[src/rtl/cfgx_pkg.sv]
package cfgx_pkg;
  // Size of the configuration window: one 256 MB region.
  localparam int WIN_LOG2 = 28;
  // Field widths of the outgoing configuration address.
  localparam int BUS_W = 8;
  localparam int DEV_W = 5;
  localparam int FN_W  = 3;
  localparam int EXT_W = 4;
  localparam int DW_W  = 6;
  localparam int SZ_W  = 2;
  // Size code 3 (eight bytes) is wider than one dword.
  localparam logic [SZ_W-1:0] SZ_WIDE = 2'd3;

  typedef struct packed {
    logic [BUS_W-1:0] bus;
    logic [DEV_W-1:0] dev;
    logic [FN_W-1:0]  fn;
    logic [EXT_W-1:0] ext;
    logic [DW_W-1:0]  dw;
  } cfg_tgt_t;

  typedef enum logic [1:0] {
    ST_IDLE  = 2'd0,
    ST_ISSUE = 2'd1,
    ST_WAIT  = 2'd2,
    ST_RESP  = 2'd3
  } xl_state_t;
endpackage

[src/rtl/cfgx_base_reg.sv]
module cfgx_base_reg #(
  parameter int ADDR_W = 32
) (
  input  logic              clk,
  input  logic              rst,
  input  logic              wr_en,
  input  logic [ADDR_W-1:0] wdata,
  output logic [ADDR_W-1:0] rdata,
  output logic [ADDR_W-cfgx_pkg::WIN_LOG2-1:0] base,
  output logic              en
);
  localparam int BASE_W = ADDR_W - cfgx_pkg::WIN_LOG2;
  // Only the window base bits and the enable bit can be written.
  localparam logic [ADDR_W-1:0] WR_MASK = {{BASE_W{1'b1}}, {(ADDR_W-BASE_W-1){1'b0}}, 1'b1};

  logic [ADDR_W-1:0] held_q;

  always_ff @(posedge clk) begin
    if (rst)        held_q <= '0;
    else if (wr_en) held_q <= wdata & WR_MASK;
  end

  assign rdata = held_q;
  assign base  = held_q[ADDR_W-1 -: BASE_W];
  assign en    = held_q[0];
endmodule

[src/rtl/cfgx_decode.sv]
module cfgx_decode #(
  parameter int ADDR_W = 32
) (
  input  logic [ADDR_W-1:0] addr,
  input  logic [cfgx_pkg::SZ_W-1:0] size,
  input  logic              lock,
  input  logic [ADDR_W-cfgx_pkg::WIN_LOG2-1:0] base,
  input  logic              en,
  output logic              hit,
  output logic              illegal,
  output cfgx_pkg::cfg_tgt_t tgt
);
  import cfgx_pkg::*;
  localparam int BASE_W = ADDR_W - WIN_LOG2;
  // Bit positions of the fields, from the top of the window offset downward.
  localparam int BUS_HI = WIN_LOG2 - 1;
  localparam int DEV_HI = BUS_HI - BUS_W;
  localparam int FN_HI  = DEV_HI - DEV_W;
  localparam int EXT_HI = FN_HI - FN_W;
  localparam int DW_HI  = EXT_HI - EXT_W;

  assign hit = en && (addr[ADDR_W-1 -: BASE_W] == base);

  assign tgt.bus = addr[BUS_HI -: BUS_W];
  assign tgt.dev = addr[DEV_HI -: DEV_W];
  assign tgt.fn  = addr[FN_HI  -: FN_W];
  assign tgt.ext = addr[EXT_HI -: EXT_W];
  assign tgt.dw  = addr[DW_HI  -: DW_W];

  // Misaligned, wider than a dword, or locked.
  assign illegal = (addr[1:0] != 2'b00) || (size == SZ_WIDE) || lock;
endmodule

[src/rtl/cfg_window_xlate.sv]
module cfg_window_xlate #(
  parameter int ADDR_W = 32,
  parameter int DATA_W = 32
) (
  input  logic                clk,
  input  logic                rst,
  input  logic                reg_wr_en,
  input  logic [ADDR_W-1:0]   reg_wdata,
  output logic [ADDR_W-1:0]   reg_rdata,
  input  logic                h_req_valid,
  output logic                h_req_ready,
  input  logic                h_req_write,
  input  logic                h_req_lock,
  input  logic [1:0]          h_req_size,
  input  logic [ADDR_W-1:0]   h_req_addr,
  input  logic [DATA_W/8-1:0] h_req_be,
  input  logic [DATA_W-1:0]   h_req_wdata,
  output logic                mem_req_valid,
  input  logic                mem_req_ready,
  output logic                c_req_valid,
  input  logic                c_req_ready,
  output logic                c_req_write,
  output logic [7:0]          c_req_bus,
  output logic [4:0]          c_req_dev,
  output logic [2:0]          c_req_fn,
  output logic [3:0]          c_req_ext,
  output logic [5:0]          c_req_dw,
  output logic [DATA_W/8-1:0] c_req_be,
  output logic [DATA_W-1:0]   c_req_wdata,
  input  logic                c_cpl_valid,
  input  logic [DATA_W-1:0]   c_cpl_data,
  input  logic                c_cpl_err,
  output logic                h_rsp_valid,
  output logic                h_rsp_err,
  output logic [DATA_W-1:0]   h_rsp_data
);
  import cfgx_pkg::*;
  localparam int BASE_W = ADDR_W - WIN_LOG2;
  localparam int BE_W   = DATA_W / 8;

  logic [BASE_W-1:0] win_base;
  logic              win_en;
  logic              win_hit;
  logic              req_bad;
  cfg_tgt_t          tgt_d;
  cfg_tgt_t          tgt_q;
  xl_state_t         st;
  logic              take;

  cfgx_base_reg #(.ADDR_W(ADDR_W)) u_base (
    .clk   (clk),
    .rst   (rst),
    .wr_en (reg_wr_en),
    .wdata (reg_wdata),
    .rdata (reg_rdata),
    .base  (win_base),
    .en    (win_en)
  );

  cfgx_decode #(.ADDR_W(ADDR_W)) u_dec (
    .addr    (h_req_addr),
    .size    (h_req_size),
    .lock    (h_req_lock),
    .base    (win_base),
    .en      (win_en),
    .hit     (win_hit),
    .illegal (req_bad),
    .tgt     (tgt_d)
  );

  // Misses are steered straight to the memory path.
  assign mem_req_valid = h_req_valid && !win_hit;
  assign h_req_ready   = win_hit ? (st == ST_IDLE) : mem_req_ready;
  assign take          = h_req_valid && win_hit && (st == ST_IDLE);

  always_ff @(posedge clk) begin
    if (rst) begin
      st          <= ST_IDLE;
      c_req_valid <= 1'b0;
      c_req_write <= 1'b0;
      c_req_be    <= '0;
      c_req_wdata <= '0;
      tgt_q       <= '0;
      h_rsp_valid <= 1'b0;
      h_rsp_err   <= 1'b0;
      h_rsp_data  <= '0;
    end else begin
      h_rsp_valid <= 1'b0;
      unique case (st)
        ST_IDLE: begin
          if (take) begin
            if (req_bad) begin
              st          <= ST_RESP;
              h_rsp_valid <= 1'b1;
              h_rsp_err   <= 1'b1;
              h_rsp_data  <= '1;
            end else begin
              st          <= ST_ISSUE;
              c_req_valid <= 1'b1;
              c_req_write <= h_req_write;
              c_req_be    <= h_req_be;
              c_req_wdata <= h_req_wdata;
              tgt_q       <= tgt_d;
            end
          end
        end
        ST_ISSUE: begin
          if (c_req_ready) begin
            c_req_valid <= 1'b0;
            st          <= ST_WAIT;
          end
        end
        ST_WAIT: begin
          if (c_cpl_valid) begin
            st          <= ST_RESP;
            h_rsp_valid <= 1'b1;
            h_rsp_err   <= c_cpl_err;
            h_rsp_data  <= c_cpl_data;
          end
        end
        ST_RESP: st <= ST_IDLE;
        default: st <= ST_IDLE;
      endcase
    end
  end

  assign c_req_bus = tgt_q.bus;
  assign c_req_dev = tgt_q.dev;
  assign c_req_fn  = tgt_q.fn;
  assign c_req_ext = tgt_q.ext;
  assign c_req_dw  = tgt_q.dw;

  logic [BE_W-1:0] unused_be_w;
  assign unused_be_w = '0;
endmodule

[config.mk]
export PLATFORM = sky130hd
export DESIGN_NAME = cfg_window_xlate
export DESIGN_NICKNAME = d
export VERILOG_FILES = /design/src/rtl/cfgx_pkg.sv /design/src/rtl/cfgx_base_reg.sv /design/src/rtl/cfgx_decode.sv /design/src/rtl/cfg_window_xlate.sv
export SDC_FILE = /design/constraint.sdc
export NUM_CORES = 1
export LEC_CHECK = 0
export ABC_AREA = 0
export BUFFER_PORTS_ARGS = -buffer_cell sky130_fd_sc_hd__buf_2
export CORE_MARGIN = 2
export CORE_UTILIZATION = 40
export DETAILED_ROUTE_END_ITERATION = 6
export PLACE_DENSITY = 0.76
export SLEW_MARGIN = 15
export SYNTH_ARGS = -nofsm -noshare
export SYNTH_HDL_FRONTEND = slang
export SYNTH_SLANG_ARGS = --single-unit
[constraint.sdc]
create_clock -name clk -period 1.8 [get_ports clk]
set_input_delay 0.09 -clock clk [delete_from_list [all_inputs] [get_ports clk]]
set_output_delay 0.09 -clock clk [all_outputs]
set_load 0.02 [all_outputs]
==> results by group <==
Min path
  • Type of the most critical hold path: in -> reg

Setup path
  • Worst Path Max Fanout: 33
  • Required @ worst endpoint: 2.04 ns
  • Cell breakdown of the critical path: xor2_4 -> nor3_4 -> buf_4 -> a31o_2 -> buf_12 -> a221oi_1
  • Slowest stage delay, CP: 0.41 ns
  • Critical Path AT: 1.99 ns
  • Slowest stage cell, crit path: dfxtp_2
  • Element type at the critical path start: register
  • Crit path capture type: register
  • CP Class: reg -> reg

Route
  • Initial DRC Count: 461
  • DR pass1 iterations: 5
  • Antenna viol nets, final: 0
  • WL/cell: 17.2 um
  • Total number of vias: 5,432
  • Vias/cell: 5.40
  • Drt total wl: 17.3 mm
  • DRC violation count after routing: 0

Synthesis
  • Post-Syn Instances: 545
  • Post-synth top cells: dfxtp_1, a21oi_1, o31ai_1
  • Netlist cell types: 37
  • Primary FF master, synth: dfxtp_1
  • Synth area leaders: dfxtp_1, o31ai_1, a221oi_2
  • Post-synth top area share: 0.425
  • Syn_area_per_cell: 9.08 um2
  • Post-synth EDFFs: 0
  • Seq cells post-synth: 105
  • Synth area leader: dfxtp_1
  • Synthesized cell area: 0.00495 mm2
  • Post-synthesis sequential area ratio: 0.425
  • Most common cell in the netlist: dfxtp_1
  • Async SR Flop Fraction: 0
  • Number of synthesis warnings: 0

Global routing
  • Grt total ovfl: 0
  • All-Layer GR Usage: 0.236
  • Vias in the first global route: 5,243
  • Initial antenna violation count: 1
  • Largest net degree at the start of global routing: 65
  • First-pass GRT wire length: 25.2 mm

STA
  • Skew final: 0.00536 ns
  • Crit share post-route: 0.972
  • Fmax: 0.572 GHz
  • Hold Vio Cnt, Final: 0
  • Slew Viols, Final: 0
  • Final Setup Violations: 0
  • Worst rel slew slack: 0.626
  • Worst-margin pin slew: 0.561 ns
  • Min Tclk post-route: 1.75 ns
  • Hold Slack: 0.0172 ns

CTS
  • CTS tree: built
  • Maximum clock path buffer count: 2
  • Root Buffer: clkbuf_16
  • Clock sinks: 105
  • Clock Pin Slew Worst Setup and Hold Paths: 0.07 ns
  • CTS Buf Count: 9
  • Worst-Skew Late Latency: 0.34 ns
  • H-tree depth: 3

Floorplan
  • Ports: 276
  • Initial Utilization: 0.410
  • Die height: 115 um
  • Core Area: 0.0121 mm2
  • Die X: 115 um
  • Die footprint: 0.0133 mm2
  • Num rows: 40

Place
  • RePlAce Congestion: 0.743
  • Placed insts: 888
  • PortBufs: 221
  • DP Wirelength: 9.15 mm

Pwr
  • Lkg Pwr: 3.29 nW
  • PD cells: 760 mW/mm2
  • Sw power: 0.00173 W
  • Int Power: 0.00412 W
  • Clock network power share: 0.343
  • Peak VDD IR: 703 uV
  • Sequential share of power: 0.425
  • Comb pwr share: 0.231
  • Switching share of power: 0.296

Cells and area
  • Area grow syn2layout: 55.4%
  • Non-Filler Instances: 1,005
  • Nets@finish: 978
  • Layout cells sized above 1: 0.390

Run
  • Max Cap Viol: 0

Outcome
  • Status: complete, no violations
[cell type report]
cell class / instances / area [um2]
well taps: 168 / 210
flip-flops and latches: 105 / 2110
inverters: 37 / 139
repair buffers: 339 / 2480
clock inverters: 6 / 66.3
clock buffers: 10 / 239
multi-input cells: 339 / 2440
fillers: 919 / 4370
diodes: 1 / 2.50
[power groups by stage]
stage / Combinational, W / Sequential (W) / Clock (W)
floorplan: 0.000613 / 0.00264 / 0
global placement: 0.00107 / 0.00253 / 0
detailed placement: 0.00108 / 0.00253 / 0
CTS: 0.00125 / 0.00248 / 0.00206
global route: 0.00145 / 0.00249 / 0.00215
finish: 0.00135 / 0.00249 / 0.00201
[cell families after synthesis]
| family | share of synthesized area |
|---|---|
| buffers and inverters | 0.133 |
| xor gates and xnor gates | 0.00531 |
| adders and majority gates | 0.00758 |
| AOI/OAI and AO/OA | 0.275 |
| and+or+nand+nor | 0.140 |
| DFF | 0.425 |
| other | 0.000758 |
| muxes | 0.0144 |
[routing by layer]
metal,vias up,part of all wire,GRT usage
met4,0,0.027,0.104
li1,2542,-,-
met2,244,0.52,0.424
met3,41,0.070,0.0633
met5,-,0,0
met1,2605,0.38,0.262
[sequential cells by signal, indices dropped and copies added (netlist names), 2 cells and up]
register	flops
c_req_wdata	32
h_rsp_data	32
c_req_bus	8
c_req_dw	6
c_req_dev	5
u_base.rdata	5
c_req_be	4
c_req_ext	4
c_req_fn	3
st	2
[through the flow]
step / setup WS (ns) / total power [W] / setup TNS, ns / utilization / area [um2]
after floorplan: 0.0700 / 0.00325 / 0 / - / 5050
after global placement: 0.0375 / 0.00360 / 0 / 0.512 / 6170
after detailed placement: 0.0320 / 0.00361 / 0 / 0.512 / 6170
after CTS: 0.00739 / 0.00579 / 0 / 0.617 / 7440
after global routing: -0.0234 / 0.00609 / -0.0835 / 0.638 / 7690
final: 0.0505 / 0.00585 / 0 / 0.638 / 7690
[path summary, 6_finish.rpt]
kind / slack, ns / depth (start not counted) / end / from
setup / recovery: 0.05 / 6 / h_rsp_data[26] / u_base.rdata[31]
hold / removal: 0.02 / 3 / c_req_wdata[5] / h_req_wdata[5]
setup reg to reg: 0.05 / 6 / h_rsp_data[26] / u_base.rdata[31]
hold reg to reg: 0.46 / 2 / c_req_wdata[15] / c_req_wdata[15]
[critical path: cells and delay by family, from the launching register on]
kind,cells,cell delay [ns]
AND/OR/NAND/NOR,1,0.07
AO/OA/AOI/OAI,2,0.56
XOR/XNOR,1,0.24
buffers and inverters,2,0.35
flip-flops,1,0.41
[placed cells by master (no fill, tap or decap), types with 2 or more instances in the layout]
master         synthesis  layout
nand4_1               63      63
buf_4                 28       8
buf_6                  9       3
a221oi_2              30      31
nor2b_1                3       2
nand2b_1               2       2
dlygate4sd3_1          0      91
conb_1                 1      27
dfxtp_2                0       4
dfxtp_1              105     101
a31oi_1                2       2
o31ai_1               64      58
and2_1                 2       2
inv_1                 37      37
nand2_2                0       3
clkbuf_16              0      13
buf_2                  7     219
a221oi_1               3       2
nor2_1                42      40
nor3_4                 1       2
nor3_1                 2       2
nand2_1                5       2
o31ai_2                0       6
a21oi_1               65      64
mux2i_1                6       6
clkinvlp_4             0       3
buf_12                 0      14
xor2_4                 0       2
[timing repair]
item,CTS,global route
endpoints found under the hold margin,90,1
buffers inserted,2,3
hold buffers,90,1
gates cloned,0,4
gates resized for setup,11,22
setup endpoints to repair,3,72
pin swaps,5,6
No activity file was read; power rests on OpenSTA's default activity.
